`config.mk`:
```
export PLATFORM = sky130hd
export DESIGN_NAME = bucket_drain_calendar
export DESIGN_NICKNAME = d
export VERILOG_FILES = /design/src/rtl/dcal_pkg.sv /design/src/rtl/dcal_bucket_store.sv /design/src/rtl/dcal_stale_filter.sv /design/src/rtl/dcal_sort_chain.sv /design/src/rtl/bucket_drain_calendar.sv
export SDC_FILE = /design/constraint.sdc
export NUM_CORES = 2
export LEC_CHECK = 0
export BUFFER_PORTS_ARGS = -buffer_cell sky130_fd_sc_hd__buf_2
export CORE_MARGIN = 2
export CORE_UTILIZATION = 55
export CTS_CLUSTER_SIZE = 16
export DETAILED_ROUTE_END_ITERATION = 10
export HOLD_SLACK_MARGIN = 0.12
export PLACE_DENSITY = 0.73
export SYNTH_ARGS = -nofsm -noshare
export SYNTH_HDL_FRONTEND = slang
export SYNTH_SLANG_ARGS = --single-unit
export TNS_END_PERCENT = 50
```
`constraint.sdc`:
```
create_clock -name clk -period 14.9 [get_ports clk]
set_input_delay 0 -clock clk [delete_from_list [all_inputs] [get_ports clk]]
set_output_delay 0 -clock clk [all_outputs]
set_load 0.005 [all_outputs]
```
`src/rtl/dcal_pkg.sv`:
```
package dcal_pkg;
  localparam int TAG_W  = 16;
  localparam int BEAD_W = 4;

  typedef struct packed {
    logic [TAG_W-1:0]  tag;
    logic [BEAD_W-1:0] bead_a;
    logic [BEAD_W-1:0] bead_b;
    logic [TAG_W-1:0]  stamp;
  } dcal_event_t;
endpackage

```
`src/rtl/dcal_bucket_store.sv`:
```
module dcal_bucket_store
  import dcal_pkg::*;
#(
  parameter int NUM_BUCKETS  = 4,
  parameter int BUCKET_DEPTH = 8
) (
  input  logic                             clk,
  input  logic                             rst_n,
  input  logic                             wr_en,
  input  logic [$clog2(NUM_BUCKETS)-1:0]   wr_bkt,
  input  dcal_event_t                      wr_ev,
  output logic                             wr_full,
  input  logic [$clog2(NUM_BUCKETS)-1:0]   rd_bkt,
  input  logic [$clog2(BUCKET_DEPTH+1)-1:0] rd_idx,
  output dcal_event_t                      rd_ev,
  output logic [$clog2(BUCKET_DEPTH+1)-1:0] rd_cnt,
  input  logic                             clr_en
);
  localparam int CNT_W = $clog2(BUCKET_DEPTH + 1);
  localparam int ADR_W = $clog2(BUCKET_DEPTH);

  dcal_event_t      slots [NUM_BUCKETS][BUCKET_DEPTH];
  logic [CNT_W-1:0] fill  [NUM_BUCKETS];

  assign wr_full = (fill[wr_bkt] == CNT_W'(BUCKET_DEPTH));
  assign rd_ev   = slots[rd_bkt][rd_idx[ADR_W-1:0]];
  assign rd_cnt  = fill[rd_bkt];

  // Append-only storage: each bucket is an array written at its fill level.
  always_ff @(posedge clk) begin
    if (wr_en && !wr_full)
      slots[wr_bkt][fill[wr_bkt][ADR_W-1:0]] <= wr_ev;
  end

  for (genvar b = 0; b < NUM_BUCKETS; b++) begin : g_fill
    always_ff @(posedge clk) begin
      if (!rst_n)
        fill[b] <= '0;
      else if (clr_en && rd_bkt == b[$clog2(NUM_BUCKETS)-1:0])
        fill[b] <= '0;
      else if (wr_en && !wr_full && wr_bkt == b[$clog2(NUM_BUCKETS)-1:0])
        fill[b] <= fill[b] + CNT_W'(1);
    end

    p_fill_bound_r8: assert property (@(posedge clk) disable iff (!rst_n)
      fill[b] <= CNT_W'(BUCKET_DEPTH));
  end
endmodule

```
`src/rtl/dcal_stale_filter.sv`:
```
module dcal_stale_filter
  import dcal_pkg::*;
(
  input  logic              clk,
  input  logic              rst_n,
  input  logic              rec_valid,
  input  logic [BEAD_W-1:0] rec_bead,
  input  logic [TAG_W-1:0]  rec_time,
  input  dcal_event_t       ev,
  output logic              fresh
);
  localparam int NUM_BEADS = 1 << BEAD_W;

  logic [TAG_W-1:0] last_inv [NUM_BEADS];

  for (genvar i = 0; i < NUM_BEADS; i++) begin : g_inv
    always_ff @(posedge clk) begin
      if (!rst_n)
        last_inv[i] <= '0;
      else if (rec_valid && rec_bead == i[BEAD_W-1:0])
        last_inv[i] <= rec_time;
    end
  end

  // Lazy validity: the event must postdate the last invalidation of both beads.
  assign fresh = (ev.stamp > last_inv[ev.bead_a]) && (ev.stamp > last_inv[ev.bead_b]);
endmodule

```
`src/rtl/dcal_sort_chain.sv`:
```
module dcal_sort_chain
  import dcal_pkg::*;
#(
  parameter int DEPTH = 8
) (
  input  logic        clk,
  input  logic        rst_n,
  input  logic        push,
  input  dcal_event_t push_ev,
  input  logic        pop,
  output dcal_event_t head_ev,
  output logic        empty
);
  localparam int CNT_W = $clog2(DEPTH + 1);

  dcal_event_t      cells [DEPTH];
  dcal_event_t      cells_nx [DEPTH];
  logic [CNT_W-1:0] used, used_nx;

  assign head_ev = cells[0];
  assign empty   = (used == '0);

  // One insertion-sort step per push: find the slot after all entries with
  // a tag not later than the newcomer, shift the tail down by one.
  always_comb begin
    int pos;
    pos      = 0;
    cells_nx = cells;
    used_nx  = used;
    for (int k = 0; k < DEPTH; k++)
      if (k < int'(used) && cells[k].tag <= push_ev.tag) pos++;
    if (push) begin
      for (int k = 0; k < DEPTH; k++) begin
        if (k == pos)     cells_nx[k] = push_ev;
        else if (k > pos) cells_nx[k] = cells[(k > 0) ? k - 1 : 0];
      end
      used_nx = used + CNT_W'(1);
    end else if (pop) begin
      for (int k = 0; k < DEPTH - 1; k++) cells_nx[k] = cells[k + 1];
      cells_nx[DEPTH-1] = '0;
      used_nx = used - CNT_W'(1);
    end
  end

  always_ff @(posedge clk) begin
    if (!rst_n) begin
      used <= '0;
      for (int k = 0; k < DEPTH; k++) cells[k] <= '0;
    end else begin
      used <= used_nx;
      for (int k = 0; k < DEPTH; k++) cells[k] <= cells_nx[k];
    end
  end

  p_no_overflow_r3: assert property (@(posedge clk) disable iff (!rst_n)
    push |-> used < CNT_W'(DEPTH));

  p_head_ordered_r3: assert property (@(posedge clk) disable iff (!rst_n)
    used >= CNT_W'(2) |-> cells[0].tag <= cells[1].tag);

  p_no_mixed_op_r3: assert property (@(posedge clk) disable iff (!rst_n)
    !(push && pop));
endmodule

```
`src/rtl/bucket_drain_calendar.sv`:
```
module bucket_drain_calendar
  import dcal_pkg::*;
#(
  parameter int NUM_BUCKETS  = 4,
  parameter int BUCKET_DEPTH = 8,
  parameter int SLOT_LOG     = 4
) (
  input  logic              clk,
  input  logic              rst_n,
  input  logic              ins_valid,
  output logic              ins_ready,
  input  logic [TAG_W-1:0]  ins_tag,
  input  logic [BEAD_W-1:0] ins_bead_a,
  input  logic [BEAD_W-1:0] ins_bead_b,
  input  logic [TAG_W-1:0]  ins_stamp,
  output logic              ins_err,
  input  logic              inv_valid,
  input  logic [BEAD_W-1:0] inv_bead,
  input  logic [TAG_W-1:0]  inv_time,
  input  logic              drain_req,
  output logic              drain_busy,
  output logic              out_valid,
  input  logic              out_ready,
  output logic [TAG_W-1:0]  out_tag,
  output logic [BEAD_W-1:0] out_bead_a,
  output logic [BEAD_W-1:0] out_bead_b,
  output logic [TAG_W-1:0]  out_stamp,
  output logic              out_eob
);
  localparam int BKT_W = $clog2(NUM_BUCKETS);
  localparam int CNT_W = $clog2(BUCKET_DEPTH + 1);

  typedef enum logic [1:0] {ST_IDLE, ST_LOAD, ST_EMIT} phase_t;

  phase_t           phase;
  logic [BKT_W-1:0] head;
  logic [CNT_W-1:0] rd_idx, head_cnt;
  dcal_event_t      ins_ev, rd_ev, chain_head, beat;
  logic [BKT_W-1:0] ins_bkt;
  logic             ins_full, ins_reject, ins_write;
  logic             loading, fresh, push, pop, finish, chain_empty;

  assign ins_ready  = 1'b1;
  assign ins_ev     = '{tag: ins_tag, bead_a: ins_bead_a, bead_b: ins_bead_b, stamp: ins_stamp};
  assign ins_bkt    = ins_tag[SLOT_LOG +: BKT_W];
  assign drain_busy = (phase != ST_IDLE);
  assign ins_reject = ins_full || ((drain_busy || drain_req) && ins_bkt == head);
  assign ins_write  = ins_valid && !ins_reject;

  assign loading = (phase == ST_LOAD) && (rd_idx < head_cnt);
  assign push    = loading && fresh;

  assign out_valid = (phase == ST_EMIT);
  assign out_eob   = out_valid && chain_empty;
  assign beat      = (out_valid && !chain_empty) ? chain_head : '0;
  assign out_tag    = beat.tag;
  assign out_bead_a = beat.bead_a;
  assign out_bead_b = beat.bead_b;
  assign out_stamp  = beat.stamp;
  assign pop    = out_valid && out_ready && !chain_empty;
  assign finish = out_valid && out_ready && chain_empty;

  dcal_bucket_store #(.NUM_BUCKETS(NUM_BUCKETS), .BUCKET_DEPTH(BUCKET_DEPTH)) i_store (
    .clk(clk), .rst_n(rst_n),
    .wr_en(ins_write), .wr_bkt(ins_bkt), .wr_ev(ins_ev), .wr_full(ins_full),
    .rd_bkt(head), .rd_idx(rd_idx), .rd_ev(rd_ev), .rd_cnt(head_cnt),
    .clr_en(finish)
  );

  dcal_stale_filter i_filter (
    .clk(clk), .rst_n(rst_n),
    .rec_valid(inv_valid), .rec_bead(inv_bead), .rec_time(inv_time),
    .ev(rd_ev), .fresh(fresh)
  );

  dcal_sort_chain #(.DEPTH(BUCKET_DEPTH)) i_chain (
    .clk(clk), .rst_n(rst_n),
    .push(push), .push_ev(rd_ev), .pop(pop),
    .head_ev(chain_head), .empty(chain_empty)
  );

  always_ff @(posedge clk) begin
    if (!rst_n) begin
      phase  <= ST_IDLE;
      head   <= '0;
      rd_idx <= '0;
    end else begin
      unique case (phase)
        ST_IDLE: if (drain_req) begin
          phase  <= ST_LOAD;
          rd_idx <= '0;
        end
        ST_LOAD: begin
          if (loading) rd_idx <= rd_idx + CNT_W'(1);
          else         phase  <= ST_EMIT;
        end
        ST_EMIT: if (finish) begin
          phase <= ST_IDLE;
          head  <= head + BKT_W'(1);
        end
        default: phase <= ST_IDLE;
      endcase
    end
  end

  always_ff @(posedge clk) begin
    if (!rst_n) ins_err <= 1'b0;
    else        ins_err <= ins_valid && ins_reject;
  end

  p_hold_r6: assert property (@(posedge clk) disable iff (!rst_n)
    out_valid && !out_ready |=> out_valid && $stable(out_tag) && $stable(out_bead_a)
      && $stable(out_bead_b) && $stable(out_stamp) && $stable(out_eob));

  p_err_cause_r7: assert property (@(posedge clk) disable iff (!rst_n)
    ins_err |-> $past(ins_valid));

  p_eob_ends_r5: assert property (@(posedge clk) disable iff (!rst_n)
    out_valid && out_ready && out_eob |=> !drain_busy);

  p_idle_quiet_r5: assert property (@(posedge clk) disable iff (!rst_n)
    !drain_busy |-> !out_valid);
endmodule

```
==> results.env <==
OUTCOME='complete, no violations'
INITIAL_ANTENNA_VIOLATION_COUNT=8
CRITICAL_PATH_CLASS='reg2reg'
CTS_BUFFERS=191
AREAGROWTHSYNTHTOFINISH_PCT=12.0
SLOWEST_DELAY_NS=0.94
DIE_HEIGHT_UM=396
YS_ASYNC_SR_FRACTION_PCT=0
ROUTE.DETAILED.DRC=0
TIMING.CRITICAL_PATH.MAX_DELAY_FAMILY='compound AO/OA/AOI/OAI gates'
DP.FINAL_HPWL_UM=134000
CTSHTREEMAXLEVEL=4
MIN_PATH_TYPE='in2reg'
COREAREA_UM2=152000
NUMBER_OF_STORAGE_ELEMENTS_IN_THE_SYNTHESIS_NETLIST=1887
NUMBER_OF_INSERTED_FILLER_CELLS_IN_THE_FINAL_LAYOUT=10900
TIMING.FINAL.CRIT_PERIOD_NS=12.61
MAIN_SYNTH_FF_TYPE='edfxtp_1'
MIN_PERIOD_OVER_PERIOD_PCT=84.6
START_KIND='flip-flop'
FP.DIEAREA_UM2=157000
HOLD_VIOL_FINAL=0
MAX-CLOCK-PATH-BUFFERS=3
SYNTH.LARGEST_AREA_CELL='edfxtp_1'
FIN_CELLS=7941
WORST_IR_DROP_VDD_mV=0.134
CLOCK_SINK_COUNT=1887
TRITONCTS='built'
FIRST_GLOBAL_VIAS=51600
WORSTPATHARRIVAL_NS=13.26
BUFFER_PORTS.INSERTED=109
DETAIL-ROUTE-ANTENNA-NETS=0
SYNTHESIS.AREA_UM2=84500
TIMING.CLOCK.SKEW_NS=0.0695
VIA_COUNT=52600
SLEW_HEADROOM_PCT=8.61
RSZ_0062_RAISED_AFTER_GLOBAL_ROUTING='false'
DIEWIDTH_UM=396
CRITPATHBUFINV=3
FINALWEIGHTEDCONGESTION=0.904
SYNTH.TOP_CELLS.BY_AREA='edfxtp_1, mux4_2, dfxtp_1'
FP-ROW-COUNT=143
ROOT_BUFFER='clkbuf_16'
TIMING.CRITICAL_PATH.TO_TYPE='flip-flop'
TNS_NS=0
NUM_IO_PINS=111
GRT_FIRST_PASS_WIRELENGTH_UM=348000
TIGHTESTPINTRANSITION_NS=1.36
NETLIST_INSTANCES=5615
SYNTH_EDF_COUNT=1552
SYNTHDOMINANTCELLAREASHARE_PCT=55.2
SYNTH_NETS=5863
YOSYSUNIQUECELLTYPES=88
POWER.STATIC_LEAKAGE_nW=31.4
FINAL-MAX-SLEW-VIOLATION-COUNT=0
MAX_CAP_VIOLATIONS=0
FINALHOLDWORSTSLACK_NS=0.181
R2R_SLACK_NS=2.29
CLKTRANSATPATHREGS_NS=0.06
SYNTH.YOSYS.SEQ_AREA_SHARE_PCT=63.1
GRT_MAX_DEGREE=162
WORST_EP_REQUIRED_TIME_NS=15.55
FMAX_MHz=79.3
CTS_POST_SETUP_BUFFERS_INSERTED=0
FINAL_NET_COUNT=5992
DETAIL_ROUTE.VIAS_PER_CELL=6.62
POST_ROUTE_CELLS_DRIVE_ABOVE_1_SHARE_PCT=18.3
AVERAGE_DETAILED_ROUTED_WIRE_LENGTH_PER_INSTANCE_UM=29.8
SETUP_VIOL_COUNT_FINAL=0
WL_UM=237000
CLK-INSERTION-DELAY-LATE_NS=0.86
SYNTHESIS.YOSYS.WARNINGS=0
GRT_OVF=0
GRT.TOTAL_USAGE_PCT=30.1
DRT_FIRST_PASS_ITERS=6
CRITPATHSLOWESTCELL='o2111ai_4'
CRITICAL_PATH.MOST_COMMON_CELL='ha_1'
INITIAL_CORE_UTIL_PCT=55.5
CRITPATHMAXFANOUT=77
SYN_AVG_CELL_AREA_UM2=15.0
DRTITER0DRC=6814
NUMPLACEDINSTANCES=7507
POWERDENSITY_nW_PER_UM2=119
-- worst register-to-register path, delay by kind of cell, from the launching register on --
family / cells / cell delay [ns]
muxes: 3 / 1.96
DFF: 1 / 0.74
AOI/OAI and AO/OA: 13 / 2.98
buffers and inverters: 3 / 1.52
adders and majority gates: 7 / 2.25
xor gates and xnor gates: 2 / 0.78
and+or+nand+nor: 9 / 2.18
-- report_power, final --
group / switching (mW) / internal (mW) / total [mW]
Clock: 2.07 / 2.62 / 4.70
Sequential: 0.0405 / 5.78 / 5.82
Combinational: 0.519 / 0.272 / 0.791
-- final timing paths --
check                   start               endpoint  cells after the start
max                 flip-flop      i_chain.cells[46]                     37
max reg2reg         flip-flop      i_chain.cells[46]                     37
min              ins_stamp[4]  i_store.slots[0][204]                      2
min reg2reg  i_chain.cells[9]      i_chain.cells[49]                      2
-- cell usage after synthesis, types with 13 or more instances --
master,number
edfxtp_1,1552
mux4_2,440
nand2_1,374
mux2i_1,349
dfxtp_1,335
nor2_1,319
and2_1,301
clkbuf_1,284
inv_1,215
ha_1,182
o21ai_0,149
o221ai_1,123
a211oi_1,104
a21oi_1,86
o32ai_1,65
buf_1,56
nand3_1,49
nor2b_1,45
a22oi_1,44
a221o_1,43
a31oi_1,43
a32o_1,37
nand2b_1,34
nand4_1,33
a311o_1,30
buf_2,30
mux2_2,26
a211o_1,19
a21o_1,19
nor3_1,18
o21a_1,16
o41ai_1,16
o211ai_1,14
or3_1,13
-- cells in the final DEF (no fill, tap or decap), drive strengths merged, types with 43 or more instances in the layout --
cell and n:
edfxtp 1552, a31oi 43, o21ai 150, inv 217, nand3 49, a21oi 88
dlygate4sd3 74, buf 244, a221o 43, mux2i 349, dfxtp 335, nand2 374
nor2 319, ha 182, o32ai 65, a22oi 44, clkinv 86, nor2b 45
o221ai 123, a211oi 104, and2 302, mux4 440, clkbuf 258
-- logic make-up after synthesis --
family	Yosys count	share of synthesized area (%)
DFF	1887	63.1
and+or+nand+nor	1236	7.08
AOI/OAI and AO/OA	862	7.67
muxes	817	16.2
buffers and inverters	601	2.79
adders and majority gates	182	2.70
xor gates and xnor gates	29	0.410
other	1	0.00444
-- registers in the layout (all words and copies together), names as in the netlist, named ones only --
name               count
i_chain.head_ev       40
i_store.fill          16
i_chain.cells        280
rd_idx                 4
phase                  2
head                   2
ins_err                1
i_store.slots       1280
i_chain.used           4
i_filter.last_inv    256
-- per-stage QoR --
step	instance area (µm²)	util, %	setup WS [ns]	total power, mW
CTS	94700	62.2	2.34	11.3
finish	94700	62.2	2.29	11.3
global route	94700	62.2	1.34	11.6
floorplan	84500	-	3.68	6.38
global placement	87700	57.6	2.50	6.67
detailed placement	87700	57.6	2.38	6.69
-- metal layers --
layer / share of wire, % / vias to the layer above / track usage (%)
li1: - / 22200 / -
met1: 39 / 26700 / 41.8
met2: 47 / 3140 / 47.7
met3: 10 / 516 / 6.25
met4: 3.6 / 10 / 10.2
met5: 0.029 / - / 0
-- timing repair --
action / 4_1_cts / 5_1_grt
hold buffers: 74 / 0
gates resized for setup: 0 / 0
hold endpoints to repair: 1821 / 0
-- cell type report --
class	instances	area, µm²	share of cell area (%)
sequential	1887	53300	56.3
multi-input combinational	3127	29300	31.0
clock buffer	258	5180	5.48
tap	2030	2540	2.68
timing repair buffer	318	2440	2.57
clock inverter	99	1020	1.08
inverter	219	823	0.870
antenna	3	7.51	0.00793
(Power assumes the default switching activity.)
